--- config.mk ---
export PLATFORM = sky130hd
export DESIGN_NAME = evt_xfer_engine
export DESIGN_NICKNAME = d
export VERILOG_FILES = /design/src/rtl/evt_xfer_pkg.sv /design/src/rtl/evt_pick.sv /design/src/rtl/evt_chan.sv /design/src/rtl/evt_xfer_engine.sv
export SDC_FILE = /design/constraint.sdc
export NUM_CORES = 1
export LEC_CHECK = 0
export BUFFER_PORTS_ARGS = -buffer_cell sky130_fd_sc_hd__buf_2
export CAP_MARGIN = 20
export CORE_UTILIZATION = 45
export DETAILED_ROUTE_END_ITERATION = 8
export RECOVER_POWER = 50
export SLEW_MARGIN = 20
export SYNTH_ARGS = -nofsm -noshare
export SYNTH_HDL_FRONTEND = slang
export SYNTH_SLANG_ARGS = --single-unit
--- constraint.sdc ---
create_clock -name clk -period 3.74 [get_ports clk]
set_input_delay 0.935 -clock clk [delete_from_list [all_inputs] [get_ports clk]]
set_output_delay 0.935 -clock clk [all_outputs]
set_load 0.02 [all_outputs]
--- src/rtl/evt_xfer_pkg.sv ---
package evt_xfer_pkg;
    typedef enum logic [1:0] {
        ST_IDLE  = 2'd0,
        ST_READ  = 2'd1,
        ST_WRITE = 2'd2
    } xfer_state_e;

    localparam logic [1:0] SEL_SRC = 2'd0;
    localparam logic [1:0] SEL_DST = 2'd1;
    localparam logic [1:0] SEL_CTL = 2'd2;
endpackage

--- src/rtl/evt_pick.sv ---
module evt_pick #(
    parameter int N = 8,
    localparam int IW = $clog2(N)
) (
    input  logic [N-1:0]  req_i,
    output logic [N-1:0]  oh_o,
    output logic [IW-1:0] idx_o,
    output logic          any_o
);
    always_comb begin
        oh_o  = '0;
        idx_o = '0;
        any_o = |req_i;
        for (int i = N - 1; i >= 0; i--) begin
            if (req_i[i]) begin
                oh_o    = '0;
                oh_o[i] = 1'b1;
                idx_o   = IW'(i);
            end
        end
    end
endmodule

--- src/rtl/evt_chan.sv ---
module evt_chan #(
    parameter int AW = 16,
    parameter int CW = 8
) (
    input  logic          clk,
    input  logic          rst_n,
    input  logic          wr_src_i,
    input  logic          wr_dst_i,
    input  logic          wr_ctl_i,
    input  logic [AW-1:0] wdata_i,
    input  logic          trig_i,
    input  logic          grant_i,
    input  logic          done_i,
    input  logic          clr_i,
    output logic [AW-1:0] src_o,
    output logic [AW-1:0] dst_o,
    output logic [CW-1:0] cnt_o,
    output logic          word_o,
    output logic          pend_o,
    output logic          eof_o
);
    localparam logic [CW-1:0] CONT = '1;

    typedef struct packed {
        logic [AW-1:0] src;
        logic [AW-1:0] dst;
        logic [CW-1:0] cnt;
        logic          word;
        logic          inc_s;
        logic          inc_d;
        logic          pend;
        logic          eof;
    } chan_t;

    chan_t ch_d, ch_q;
    logic [AW-1:0] step;

    always_comb begin
        ch_d = ch_q;
        step = ch_q.word ? AW'(2) : AW'(1);
        if (wr_src_i) ch_d.src = wdata_i;
        if (wr_dst_i) ch_d.dst = wdata_i;
        if (wr_ctl_i) begin
            ch_d.cnt   = wdata_i[CW-1:0];
            ch_d.word  = wdata_i[CW];
            ch_d.inc_s = wdata_i[CW+1];
            ch_d.inc_d = wdata_i[CW+2];
        end
        if (grant_i) ch_d.pend = 1'b0;
        if (trig_i)  ch_d.pend = 1'b1;
        if (clr_i)   ch_d.eof  = 1'b0;
        if (done_i) begin
            if (ch_q.inc_s) ch_d.src = ch_q.src + step;
            if (ch_q.inc_d) ch_d.dst = ch_q.dst + step;
            if (ch_q.cnt != CONT) begin
                ch_d.cnt = ch_q.cnt - 1'b1;
                if (ch_q.cnt == CW'(1)) ch_d.eof = 1'b1;
            end
        end
    end

    always_ff @(posedge clk or negedge rst_n) begin
        if (!rst_n) ch_q <= '0;
        else        ch_q <= ch_d;
    end

    assign src_o  = ch_q.src;
    assign dst_o  = ch_q.dst;
    assign cnt_o  = ch_q.cnt;
    assign word_o = ch_q.word;
    assign pend_o = ch_q.pend;
    assign eof_o  = ch_q.eof;

    // the end flag holds until cleared
    p_eof_sticky_r8: assert property (@(posedge clk) disable iff (!rst_n)
        (ch_q.eof && !clr_i) |=> ch_q.eof);
    // continuous count never moves
    p_cont_hold_r6: assert property (@(posedge clk) disable iff (!rst_n)
        (ch_q.cnt == CONT && !wr_ctl_i) |=> ch_q.cnt == CONT);
    // one step down per transfer
    p_count_dec_r5: assert property (@(posedge clk) disable iff (!rst_n)
        (done_i && ch_q.cnt != CONT && !wr_ctl_i) |=> ch_q.cnt == $past(ch_q.cnt) - 1'b1);
    // enabled source pointer steps by the item size
    p_src_step_r4: assert property (@(posedge clk) disable iff (!rst_n)
        (done_i && ch_q.inc_s && !wr_src_i && !wr_ctl_i)
        |=> ch_q.src == $past(ch_q.src) + ($past(ch_q.word) ? AW'(2) : AW'(1)));
    // disabled destination pointer holds
    p_dst_hold_r4: assert property (@(posedge clk) disable iff (!rst_n)
        (done_i && !ch_q.inc_d && !wr_dst_i) |=> $stable(ch_q.dst));
    // a trigger is never dropped
    p_trig_kept_r10: assert property (@(posedge clk) disable iff (!rst_n)
        trig_i |=> ch_q.pend);
endmodule

--- src/rtl/evt_xfer_engine.sv ---
module evt_xfer_engine
    import evt_xfer_pkg::*;
#(
    parameter int NCH = 8,
    parameter int AW  = 16,
    parameter int CW  = 8,
    localparam int CHW = $clog2(NCH)
) (
    input  logic           clk,
    input  logic           rst_n,
    input  logic           cfg_we_i,
    input  logic [CHW-1:0] cfg_ch_i,
    input  logic [1:0]     cfg_sel_i,
    input  logic [AW-1:0]  cfg_wdata_i,
    input  logic [NCH-1:0] trig_i,
    input  logic [NCH-1:0] eof_clr_i,
    output logic           bus_rd_o,
    output logic           bus_wr_o,
    output logic [AW-1:0]  bus_addr_o,
    output logic           bus_word_o,
    output logic [15:0]    bus_wdata_o,
    input  logic [15:0]    bus_rdata_i,
    output logic [NCH-1:0] irq_o,
    output logic [NCH-1:0] eof_o
);
    typedef struct packed {
        xfer_state_e    state;
        logic [CHW-1:0] ch;
        logic [15:0]    data;
        logic [NCH-1:0] irq;
    } eng_t;

    eng_t eng_d, eng_q;

    logic [AW-1:0]  src_a  [NCH];
    logic [AW-1:0]  dst_a  [NCH];
    logic [CW-1:0]  cnt_a  [NCH];
    logic [NCH-1:0] word_v, pend_v, grant_v, done_v;
    logic [NCH-1:0] pick_oh;
    logic [CHW-1:0] pick_idx;
    logic           pick_any;

    evt_pick #(.N(NCH)) u_pick (
        .req_i (pend_v),
        .oh_o  (pick_oh),
        .idx_o (pick_idx),
        .any_o (pick_any)
    );

    for (genvar g = 0; g < NCH; g++) begin : g_chan
        logic hit;
        assign hit = cfg_we_i && (cfg_ch_i == CHW'(g));
        evt_chan #(.AW(AW), .CW(CW)) u_chan (
            .clk      (clk),
            .rst_n    (rst_n),
            .wr_src_i (hit && cfg_sel_i == SEL_SRC),
            .wr_dst_i (hit && cfg_sel_i == SEL_DST),
            .wr_ctl_i (hit && cfg_sel_i == SEL_CTL),
            .wdata_i  (cfg_wdata_i),
            .trig_i   (trig_i[g]),
            .grant_i  (grant_v[g]),
            .done_i   (done_v[g]),
            .clr_i    (eof_clr_i[g]),
            .src_o    (src_a[g]),
            .dst_o    (dst_a[g]),
            .cnt_o    (cnt_a[g]),
            .word_o   (word_v[g]),
            .pend_o   (pend_v[g]),
            .eof_o    (eof_o[g])
        );
    end

    always_comb begin
        eng_d     = eng_q;
        eng_d.irq = '0;
        grant_v   = '0;
        done_v    = '0;
        case (eng_q.state)
            ST_IDLE: begin
                if (pick_any) begin
                    grant_v  = pick_oh;
                    eng_d.ch = pick_idx;
                    if (cnt_a[pick_idx] == '0) eng_d.irq   = pick_oh;
                    else                       eng_d.state = ST_READ;
                end
            end
            ST_READ: begin
                eng_d.data  = word_v[eng_q.ch] ? bus_rdata_i : {8'h00, bus_rdata_i[7:0]};
                eng_d.state = ST_WRITE;
            end
            ST_WRITE: begin
                done_v[eng_q.ch] = 1'b1;
                eng_d.state      = ST_IDLE;
            end
            default: eng_d.state = ST_IDLE;
        endcase
    end

    always_ff @(posedge clk or negedge rst_n) begin
        if (!rst_n) eng_q <= '{state: ST_IDLE, ch: '0, data: '0, irq: '0};
        else        eng_q <= eng_d;
    end

    assign bus_rd_o    = (eng_q.state == ST_READ);
    assign bus_wr_o    = (eng_q.state == ST_WRITE);
    assign bus_addr_o  = bus_rd_o ? src_a[eng_q.ch] : dst_a[eng_q.ch];
    assign bus_word_o  = word_v[eng_q.ch];
    assign bus_wdata_o = eng_q.data;
    assign irq_o       = eng_q.irq;

    // a read is always followed by a write
    p_rd_then_wr_r2: assert property (@(posedge clk) disable iff (!rst_n)
        bus_rd_o |=> bus_wr_o);
    // read and write never overlap
    p_no_overlap_r2: assert property (@(posedge clk) disable iff (!rst_n)
        !(bus_rd_o && bus_wr_o));
    // at most one interrupt pulse at a time
    p_irq_onehot_r7: assert property (@(posedge clk) disable iff (!rst_n)
        $onehot0(irq_o));
    // an interrupt pulse comes with no bus access
    p_irq_no_bus_r7: assert property (@(posedge clk) disable iff (!rst_n)
        (|irq_o) |-> (!bus_rd_o && !bus_wr_o));
    // byte writes carry a zero upper half
    p_byte_upper_r3: assert property (@(posedge clk) disable iff (!rst_n)
        (bus_wr_o && !bus_word_o) |-> bus_wdata_o[15:8] == 8'h00);
endmodule

# --- Word-level counts from Yosys, hierarchy flattened ---
# Cells that the tools add are included.
totals:
  ff_bits: 389
  inputBits: 56
  output_inout_bits: 51
  elab_cells: 327
op_classes:
  addsub: 24
  order_cmp: 4
  n_eq_ne: 29
  muxes: 152
  bitwise_logic: 2
  n_reduce_logical: 48
ops:
  columns: ["cell", "count"]
  rows:
  - ["$mux 16", 38]
  - ["$mux 40", 8]
  - ["$add 16x16->16", 16]
  - ["$mux 8", 24]
  - ["$bmux 16 s3", 2]
  - ["$mux 11", 8]
  - ["$eq 8x1->1 const B", 8]
  - ["$ne 8x8->1 const B", 8]
  - ["$sub 8x1->8 const B", 8]
  - ["$mux 1", 50]
  - ["$logic_and 1x1->1", 33]
  - ["$bmux 8 s3", 1]
  - ["$mux 3", 8]
  - ["$mux 2", 9]
  - ["$reduce_bool 2->1", 8]
  - ["$eq 3x3->1 const B", 4]
  - ["$ge 4x4->1 const B", 2]
  - ["$logic_not 8->1", 1]
  - ["$not 3->4", 2]
  - ["$reduce_or 8->1", 1]
  - ["$eq 3x2->1 const B", 2]
  - ["$mux 5", 1]
  - ["$eq 2x1->1 const B", 2]
  - ["$eq 2x2->1 const B", 2]
  - ["other kinds (10)", 13]

# --- Logic depth before layout (Yosys ltp) ---
# Gate-level depths: netlist (run 1).
depth:
  depth_word: 16
  mapped_depth: 10
  mapped_depth_nobuf: 10

# --- Hierarchy ---
# From an unflattened synthesis (run 1), not the netlist that was laid out.
unflattened:
  cells_unflattened: 3189
  area_unflattened_um2: 28218.3
modules_own_cells:
  columns: ["module", "instances", "cells_each", "area_each_um2", "seq_area_each_um2"]
  rows:
  - ["evt_chan at g_chan[0].u_chan ...", 4, 333, 3049.2, 1126.1]
  - ["evt_chan at g_chan[3].u_chan ...", 2, 343, 2995.4, 1126.1]
  - ["evt_xfer_engine", 1, 495, 3976.3, 725.7]
  - ["evt_chan at g_chan[5].u_chan", 1, 328, 2964.1, 1126.1]
  - ["evt_chan at g_chan[2].u_chan", 1, 324, 2946.6, 1126.1]
  - ["evt_pick", 1, 24, 143.9, 0.0]

# --- Worst setup path before layout (run 1) ---
# Ideal clock, no wire load.
synth_timing:
  path_kind: "reg-to-output"
  start: "register eng_q[25] (netlist bit)"
  end: "output port bus_addr_o[5]"
  arrival_time_ns: 2.229
  required_time_ns: 2.805
  path_slack_ns: 0.576
  stages_incl_launch_ff: 6
  path_buffers: 3
  cell_sequence: "dfrtp_1 -> clkbuf_1 -> buf_2 -> buf_2 -> mux4_2 -> mux4_2"
synth_via:
  elab_chain_cells: 5
  word_cells_on_any_way: 8
  classes_between: "mux: 7; bitwise: 1"
synth_rtl:
  columns: ["item", "line", "rtl"]
  rows:
  - ["start, declared", "evt_xfer_engine.sv:33", "eng_t eng_d, eng_q;"]
  - ["start signal, assigned", "evt_xfer_engine.sv:100", "if (!rst_n) eng_q <= '{state: ST_IDLE, ch: '0, data: '0, irq: '0};"]
  - ["start signal, assigned", "evt_xfer_engine.sv:101", "else eng_q <= eng_d;"]
  - ["$not 3->4 (implied by the code) (*)", "evt_xfer_engine.sv:106", "assign bus_addr_o = bus_rd_o ? src_a[eng_q.ch] : dst_a[eng_q.ch];"]
  - ["$bmux 16 s3", "evt_xfer_engine.sv:106", null]
  - ["$mux 16 (implied by the code) (2 in a row)", "evt_xfer_engine.sv:106", null]
  - ["$mux 16 (*)", "evt_xfer_engine.sv:106", null]
  - ["end, declared", "evt_xfer_engine.sv:19", "output logic [AW-1:0] bus_addr_o,"]
# Mark *: on every way between the ends. The rest lies on a longest branch, timed or not. The select of a mux whose other input is x is not followed.

# --- Final worst setup path (run 1) ---
layout_timing:
  start: "register eng_q[26] (netlist bit)"
  end: "output port bus_addr_o[2]"
# The elaborated chain is that of the path after synthesis.

==> results.txt, run 1 <==
utilization after layout: 51.1%
fin nets: 2925
Top Ports: 107
vias in the first global route: 21585
max-slew violation count: 90
CTS Buffer Depth: 3
CTS tree: built
RD Place Congestion: 1.01
Post-Synth XOR/XNOR Area: 0%
CP most frequent cell: mux4_2
antenna violations before repair: 2
Post-synth EDFFs: 0
clk_lat worst skew: 0.59 ns
RSZ-0062 raised after global routing: false
CTS buffer count: 47
relative slew slack: -64.7%
net count after synthesis: 2869
fmax: 274 MHz
YS warnings: 0
area of placed instances: 25600 sq um
Starting Density: 46.0%
TritonRoute pass-1 iters: 7
Setup Viol. Count Final: 0
WL final: 89.1 mm
startpoint type of the worst setup path: flip-flop
# H-tree levels: 2
post-synthesis register bit count: 389
Area growth, synth to finish: 11.2%
post-route ant nets: 0
post-synthesis simple-gate area fraction: 23.1%
root buffer cell: clkbuf_16
Detail Placement HPWL: 63.7 mm
proportion of synthesized area in mux cells: 8.88%
Die H: 235 um
largest family of logic cells by synthesized area: simple AND/OR/NAND/NOR gates
Avg WL per Cell: 25.3 um
MaxCap Viol Count: 1
ys flop type: dfrtp_1
kind of critical path: flip-flop to primary output
synth unique cells: 77
worst path required time: 2.80 ns
Die W: 235 um
failing checks: capacitance limit, slew limit
Worst Skew: 0.0102 ns
P per Cell Area: 718 nW/um^2
worst-margin pin slew: 2.47 ns
die footprint: 55000 sq um
Crit path max-delay family: multiplexers
Residual DRC: 0
Synth Instances: 2741
Hold Crit Class: flip-flop to flip-flop
via count: 22963
post_cts resized: 0
largest net degree at the start of global routing: 91
crit path DAT: 2.72 ns
post-route setup TNS: 0 ns
Final period util: 97.7%
Iteration-0 DRC Markers: 2821
first-pass GRT wire length: 135 mm
worst-path cell chain: buf_4 -> mux4_2 -> mux4_2 -> buf_2
design area: 27100 sq um
mean post-synth cell area: 8.88 sq um
nature of the critical path endpoint: primary output
layout cells sized above 1: 13.2%
most frequent cells in the layout: dfrtp_1 (387), nor2_1 (380), nand2_1 (359)
Critical Path Fanout Max: 30
combined buffer and inverter count along the critical path: 2
total gr overflow: 0
Async S/R FF share, synth: 100%
Peak VDD IR: 336 uV
Critical-path top delay cell: dfrtp_4
sequential area share after synthesis: 40.0%
worst stage delay on the critical path: 0.70 ns
PortBufs: 106
core area: 53000 sq um
cell area after synthesis: 24400 sq um
Avg Vias per Cell: 6.52
crit path time final: 3.65 ns
Compound-Gate Fraction of Synth Area: 19.1%
outcome: complete, but fails checks
Sink Count: 389
clock slew at reported path FFs: 0.06 ns
row count: 84
All-Layer GR Usage: 32.1%
most common cell after layout, fill and taps aside: dfrtp_1
post-synthesis adder-cell area fraction: 4.19%
Hold Fails Final Rpt: 0
Static Leak: 11.4 nW
-- area by class of cell --
cell class / instances / area [sq um]
Multi-Input combinational cell: 2077 / 13400
Tap cell: 688 / 861
Clock inverter: 11 / 108
Sequential cell: 389 / 9740
Inverter: 101 / 379
Fill cell: 4904 / 25900
Antenna cell: 1 / 2.50
Clock buffer: 73 / 1450
Timing Repair Buffer: 181 / 1110
-- kinds of logic (layout without fill, tap and decap cells) --
kind of cell / Yosys count / count (layout)
flops: 389 / 389
simple gates: 1206 / 1206
fa+ha+maj: 72 / 72
buf+inv: 275 / 366
other cells: 0 / 1
mux: 113 / 113
compound gates: 686 / 686
-- cell usage after synthesis, types with 9 or more instances --
library cell,instances,area [sq um]
mux4_2,82,1850
mux2i_1,27,270
buf_1,11,41.3
o21ai_1,11,55.1
nor2_1,380,1430
a21oi_1,159,796
a21o_1,16,120
a31oi_1,17,106
o211ai_1,29,218
nand4_1,35,219
o21a_1,10,75.1
o221a_2,24,270
inv_1,100,375
o22ai_1,28,175
nor4_1,21,131
o21ai_0,132,661
clkbuf_1,114,428
and2_1,20,125
nand2b_1,23,144
a211oi_1,113,848
nand2_1,359,1350
and4_1,9,78.8
buf_2,17,85.1
buf_4,32,240
ha_1,56,701
nor2b_1,17,106
nand3b_1,9,67.6
and3_1,74,463
dfrtp_1,389,9730
nor3_1,91,455
nand3_1,110,551
a221o_1,18,180
fa_1,16,320
or3_1,9,56.3
a311oi_1,66,578
-- stage by stage --
step                      hold WS [ns]  worst slack (ns)  power [mW]  std cells
after floorplan                  0.440             0.576        11.9       2741
after global placement           0.447             0.479        14.3       3431
after detailed placement         0.455             0.439        14.6       3431
after CTS                        0.403            0.0962        19.3       3518
after global routing             0.492            0.0479        20.4       3520
final                            0.465            0.0873        19.5       3521
-- final timing paths --
path	from	to	slack, ns	cells after the start
min	bus_wdata_o[13]	bus_wdata_o[13]	0.46	2
max	eng_q[26]	bus_addr_o[2]	0.09	4
min in group asynchronous	rst_n	bus_wdata_o[1]	1.08	1
max reg2reg	eng_q[25]	g_chan[2].u_chan.dst_o[15]	0.84	7
min reg2reg	bus_wdata_o[13]	bus_wdata_o[13]	0.46	2
max in group asynchronous	rst_n	g_chan[4].u_chan.dst_o[9]	0.65	2
-- worst register-to-register path, stage by stage (launching register included) --
cell and delay, ns:
dfrtp_4 0.51, buf_8 0.20, and4bb_1 0.52, and3_1 0.55
nand2_1 0.26, nor3_1 0.37, a211oi_1 0.13, a311oi_1 0.26
-- power breakdown --
| group | total, mW | switching, mW | internal, mW |
|---|---|---|---|
| combinational | 6.81 | 3.75 | 3.06 |
| clock | 4.71 | 1.93 | 2.78 |
| sequential | 7.94 | 2.35 | 5.58 |
| total | 19.5 | 8.04 | 11.4 |
-- per-layer routing --
layer / GRT usage (%) / up-vias / part of all wire (%)
met5: 0 / - / 0.026
met2: 48.1 / 1256 / 44
met3: 7.79 / 206 / 11
met1: 44.4 / 11309 / 41
met4: 13.0 / 4 / 4.1
li1: - / 10188 / -
-- flip-flops by register name (all words and copies together), names as in the netlist --
| register | flops |
|---|---|
| g_chan.u_chan.pend_o | 8 |
| g_chan.u_chan.dst_o | 128 |
| g_chan.u_chan.word_o | 8 |
| eng_q | 5 |
| g_chan.u_chan.ch_q | 16 |
| g_chan.u_chan.cnt_o | 64 |
| irq_o | 8 |
| g_chan.u_chan.src_o | 128 |
| g_chan.u_chan.eof_o | 8 |
| bus_wdata_o | 16 |
-- repair_timing --
action,4_1_cts,5_1_grt
hold buffers,0,0
setup endpoints to repair,16,0
setup buffers,3,0
(Power assumes the default switching activity.)
==> run 2: changes to the inputs <==
--- a/config.mk
+++ b/config.mk
@@ -5,10 +5,12 @@
 export SDC_FILE = /design/constraint.sdc
 export NUM_CORES = 1
 export LEC_CHECK = 0
+export ABC_AREA = 1
 export BUFFER_PORTS_ARGS = -buffer_cell sky130_fd_sc_hd__buf_2
 export CAP_MARGIN = 20
-export CORE_UTILIZATION = 45
+export CORE_UTILIZATION = 50
 export DETAILED_ROUTE_END_ITERATION = 8
+export PLACE_DENSITY = 0.67
 export RECOVER_POWER = 50
 export SLEW_MARGIN = 20
 export SYNTH_ARGS = -nofsm -noshare
==> run 2 against run 1 <==
Effect of this change:
- the flow finishes with violations (capacitance limit, slew limit, setup timing)
- die area down 1.6%
- global-route usage is 3.5 points higher
- sequential share of layout area shrank 2.5 points
- clock power decreased by 1%
- largest cell class unchanged
- largest power group is now combinational cells
==> results.txt, run 2 <==
Critical-path top delay cell: inv_2
worst stage delay on the critical path: 0.44 ns (-0.26 ns)
cell area after synthesis: 26600 sq um (+9.3%)
most common cell after layout, fill and taps aside: nand2_1
TritonRoute pass-1 iters: 6 (-1)
most frequent cells in the layout: nand2_1 (699), o21ai_0 (553), inv_1 (495)
# H-tree levels: 2 (unchanged)
R2R Setup Slk: 0.74 ns (-0.10 ns)
Avg WL per Cell: 21.3 um (-16%)
crit path DAT: 2.84 ns (+0.12 ns)
Residual DRC: 0 (unchanged)
Avg Vias per Cell: 5.93 (-9.1%)
Reg2Reg Capture Point: g_chan[0].u_chan.src_o[13]
Static Leak: 13.9 nW (+22%)
GRT met1 Usage: 50.8% (+6.4 points)
largest net degree at the start of global routing: 80 (-12%)
Final period util: 101% (+3.2 points)
cell with the most instances after synthesis: nand2_1
Synth Instances: 3779 (+38%)
Critical Path Fanout Max: 27 (-10%)
Detail Placement HPWL: 68.1 mm (+6.9%)
die footprint: 54200 sq um (-1.6%)
grt met3 use: 5.72% (-2.1 points)
design area: 29100 sq um (+7.5%)
Die W: 233 um (-0.81%)
ys flop type: dfrtp_1
CTS hold repair buffers: 0 (unchanged)
CTS buffer count: 48 (+2.1%)
vias in the first global route: 23505 (+8.9%)
fmax: 265 MHz (-3.2%)
All-Layer GR Usage: 35.6% (+3.5 points)
worst-margin pin slew: 2.18 ns (-0.288 ns)
kind of critical path: flip-flop to primary output
worst slack, placed: 0.591 ns (+0.152 ns)
total gr overflow: 0 (unchanged)
CTS Buffer Depth: 3 (unchanged)
first-pass GRT wire length: 145 mm (+7.7%)
Worst Skew: 0.0289 ns (+0.0187 ns)
most frequent cells after synthesis: nand2_1 (701), o21ai_0 (554), inv_1 (496)
Starting Density: 50.7% (+4.7 points)
max-slew violation count: 80 (-11%)
failing checks: capacitance limit, slew limit, setup timing
Critical path origin: eng_q[25]
PortBufs: 106 (unchanged)
Net Switching: 8.56 mW (+6.5%)
via count: 26867 (+17%)
area of the multi-input gates: 13900 sq um (+3.8%)
Post-synth EDFFs: 0 (unchanged)
startpoint type of the worst setup path: flip-flop
layer with the highest usage: met2
crit path time final: 3.77 ns (+0.121 ns)
grt met2 use: 52.4% (+4.3 points)
CTS tree: built
outcome: complete, but fails checks
worst path required time: 2.80 ns (about the same)
Async S/R FF share, synth: 100% (unchanged)
Clock Power Share: 24.2% (about the same)
RD Place Congestion: 1.02 (+1.4%)
RSZ-0062 raised after global routing: true
Fill cells: 5186 (+5.8%)
worst-path cell chain: inv_1 -> nand2_2 -> inv_2 -> nand2_1 -> o221ai_1 -> o21ai_0 -> o22ai_1 -> buf_2
FF-to-FF path depth: 8 (+1)
top cells by area, synth: dfrtp_1 (37%), o21ai_0 (10%), nand2_1 (9.9%)
mean post-synth cell area: 7.04 sq um (-21%)
Hold Fails Final Rpt: 0 (unchanged)
Synth top area share: 36.6% (-3.4 points)
Pint: 10.7 mW (-6.3%)
root buffer cell: clkbuf_16
Top Ports: 107 (unchanged)
area of placed instances: 27600 sq um (+7.8%)
WL final: 96.4 mm (+8.2%)
Die H: 233 um (-0.81%)
Hold Path Stages: 2 (unchanged)
worst flop-to-flop path startpoint: eng_q[26]
post-route ant nets: 0 (unchanged)
P per Cell Area: 662 nW/um^2 (-7.9%)
Iteration-0 DRC Markers: 3084 (+9.3%)
layout cells sized above 1: 8.09% (-5.1 points)
Peak VDD IR: 383 uV (+14%)
net count after synthesis: 3907 (+36%)
core area: 52600 sq um (-0.79%)
Sink Count: 389 (unchanged)
row count: 84 (unchanged)
Hold Crit Class: flip-flop to flip-flop
Setup Viol. Count Final: 2 (+2)
Switching Share: 44.4% (+3.1 points)
share of power burned in registers: 36.7% (-4.1 points)
YS warnings: 0 (unchanged)
worst hold path startpoint: bus_wdata_o[2]
Comb power frac: 39.1% (+4.1 points)
MaxCap Viol Count: 1 (unchanged)
clock slew at reported path FFs: 0.06 ns (about the same)
Synth area leader: dfrtp_1
fin nets: 3936 (+35%)
sequential area share after synthesis: 36.6% (-3.4 points)
Area growth, synth to finish: 9.36%
Hold Path Sink: bus_wdata_o[2]
antenna violations before repair: 3 (+1)
PnR Total Power: 19.3 mW (-1.0%)
relative slew slack: -45.5% (+19 points)
clk_lat worst skew: 0.61 ns (+0.02 ns)
post-synthesis register bit count: 389 (unchanged)
nature of the critical path endpoint: primary output
synth unique cells: 55 (-29%)
Reg area: 9730 sq um (about the same)
Final WS setup: -0.0334 ns (-0.121 ns)
## run 2: how the worst max path moves through the flow
stage,end,slack [ns],depth (start not counted)
after floorplan,bus_addr_o[7],1.14,7
after global placement,bus_addr_o[11],0.66,9
after detailed placement,bus_addr_o[11],0.59,9
after CTS,bus_addr_o[12],0.02,9
after global routing,bus_addr_o[10],-0.06,9
final,bus_addr_o[1],-0.03,8
## run 2: area by class of cell
| type | count | share of cell area, % |
|---|---|---|
| clock inverters | 16 | 0.529 |
| repair buffers | 176 | 3.64 |
| clock buffers | 71 | 4.77 |
| diodes | 1 | 0.00860 |
| multi-input cells | 2672 | 47.9 |
| well taps | 688 | 2.96 |
| flip-flops and latches | 389 | 33.4 |
| inverters | 521 | 6.75 |
## run 2: metrics by stage
stage               TNS (ns)  hold slack [ns]  util [%]  instances
finish               -0.0441            0.472      55.4       4534
CTS                        0            0.371      55.5       4528
floorplan                  0            0.443         -       3779
global placement           0            0.449      52.5       4441
detailed placement         0            0.458      52.5       4441
global route          -0.939            0.488      55.4       4533
## run 2: power by group through the flow
stage	sequential, mW	clock, mW	combinational, mW
2_1_floorplan	6.47	0	5.35
3_3_place_gp	7.08	0	7.22
3_5_place_dp	7.06	0	7.33
4_1_cts	7.01	4.71	7.36
5_1_grt	7.22	4.88	8.35
6_report	7.07	4.66	7.53
## run 2: critical path: cells and delay by family (launching register included)
family / cells / cell delay, ns
buf+inv: 3 / 0.86
compound gates: 3 / 0.74
flops: 1 / 0.42
simple gates: 2 / 0.19
## run 2: cells by family after synthesis
logic type	synth area share, %
AND/OR/NAND/NOR	22.4
AO/OA/AOI/OAI	22.9
buffers and inverters	11.1
flip-flops	36.6
XOR/XNOR	3.13
adder cells (fa/ha/maj)	3.84
## run 2: per-layer routing
layer	wire length, um	share of wire (%)	up-vias
li1	-	-	12633
met1	40500	42	12580
met2	41200	43	1400
met3	9920	10	252
met4	4850	5.0	2
met5	13	0.013	-
## run 2: what timing repair did
| item | in CTS | in global routing |
|---|---|---|
| gates cloned | 0 | 0 |
| buffers inserted | 0 | 5 |
| pin swaps | 0 | 1 |
| resized for setup | 2 | 5 |
| setup endpoints to repair | 3 | 10 |
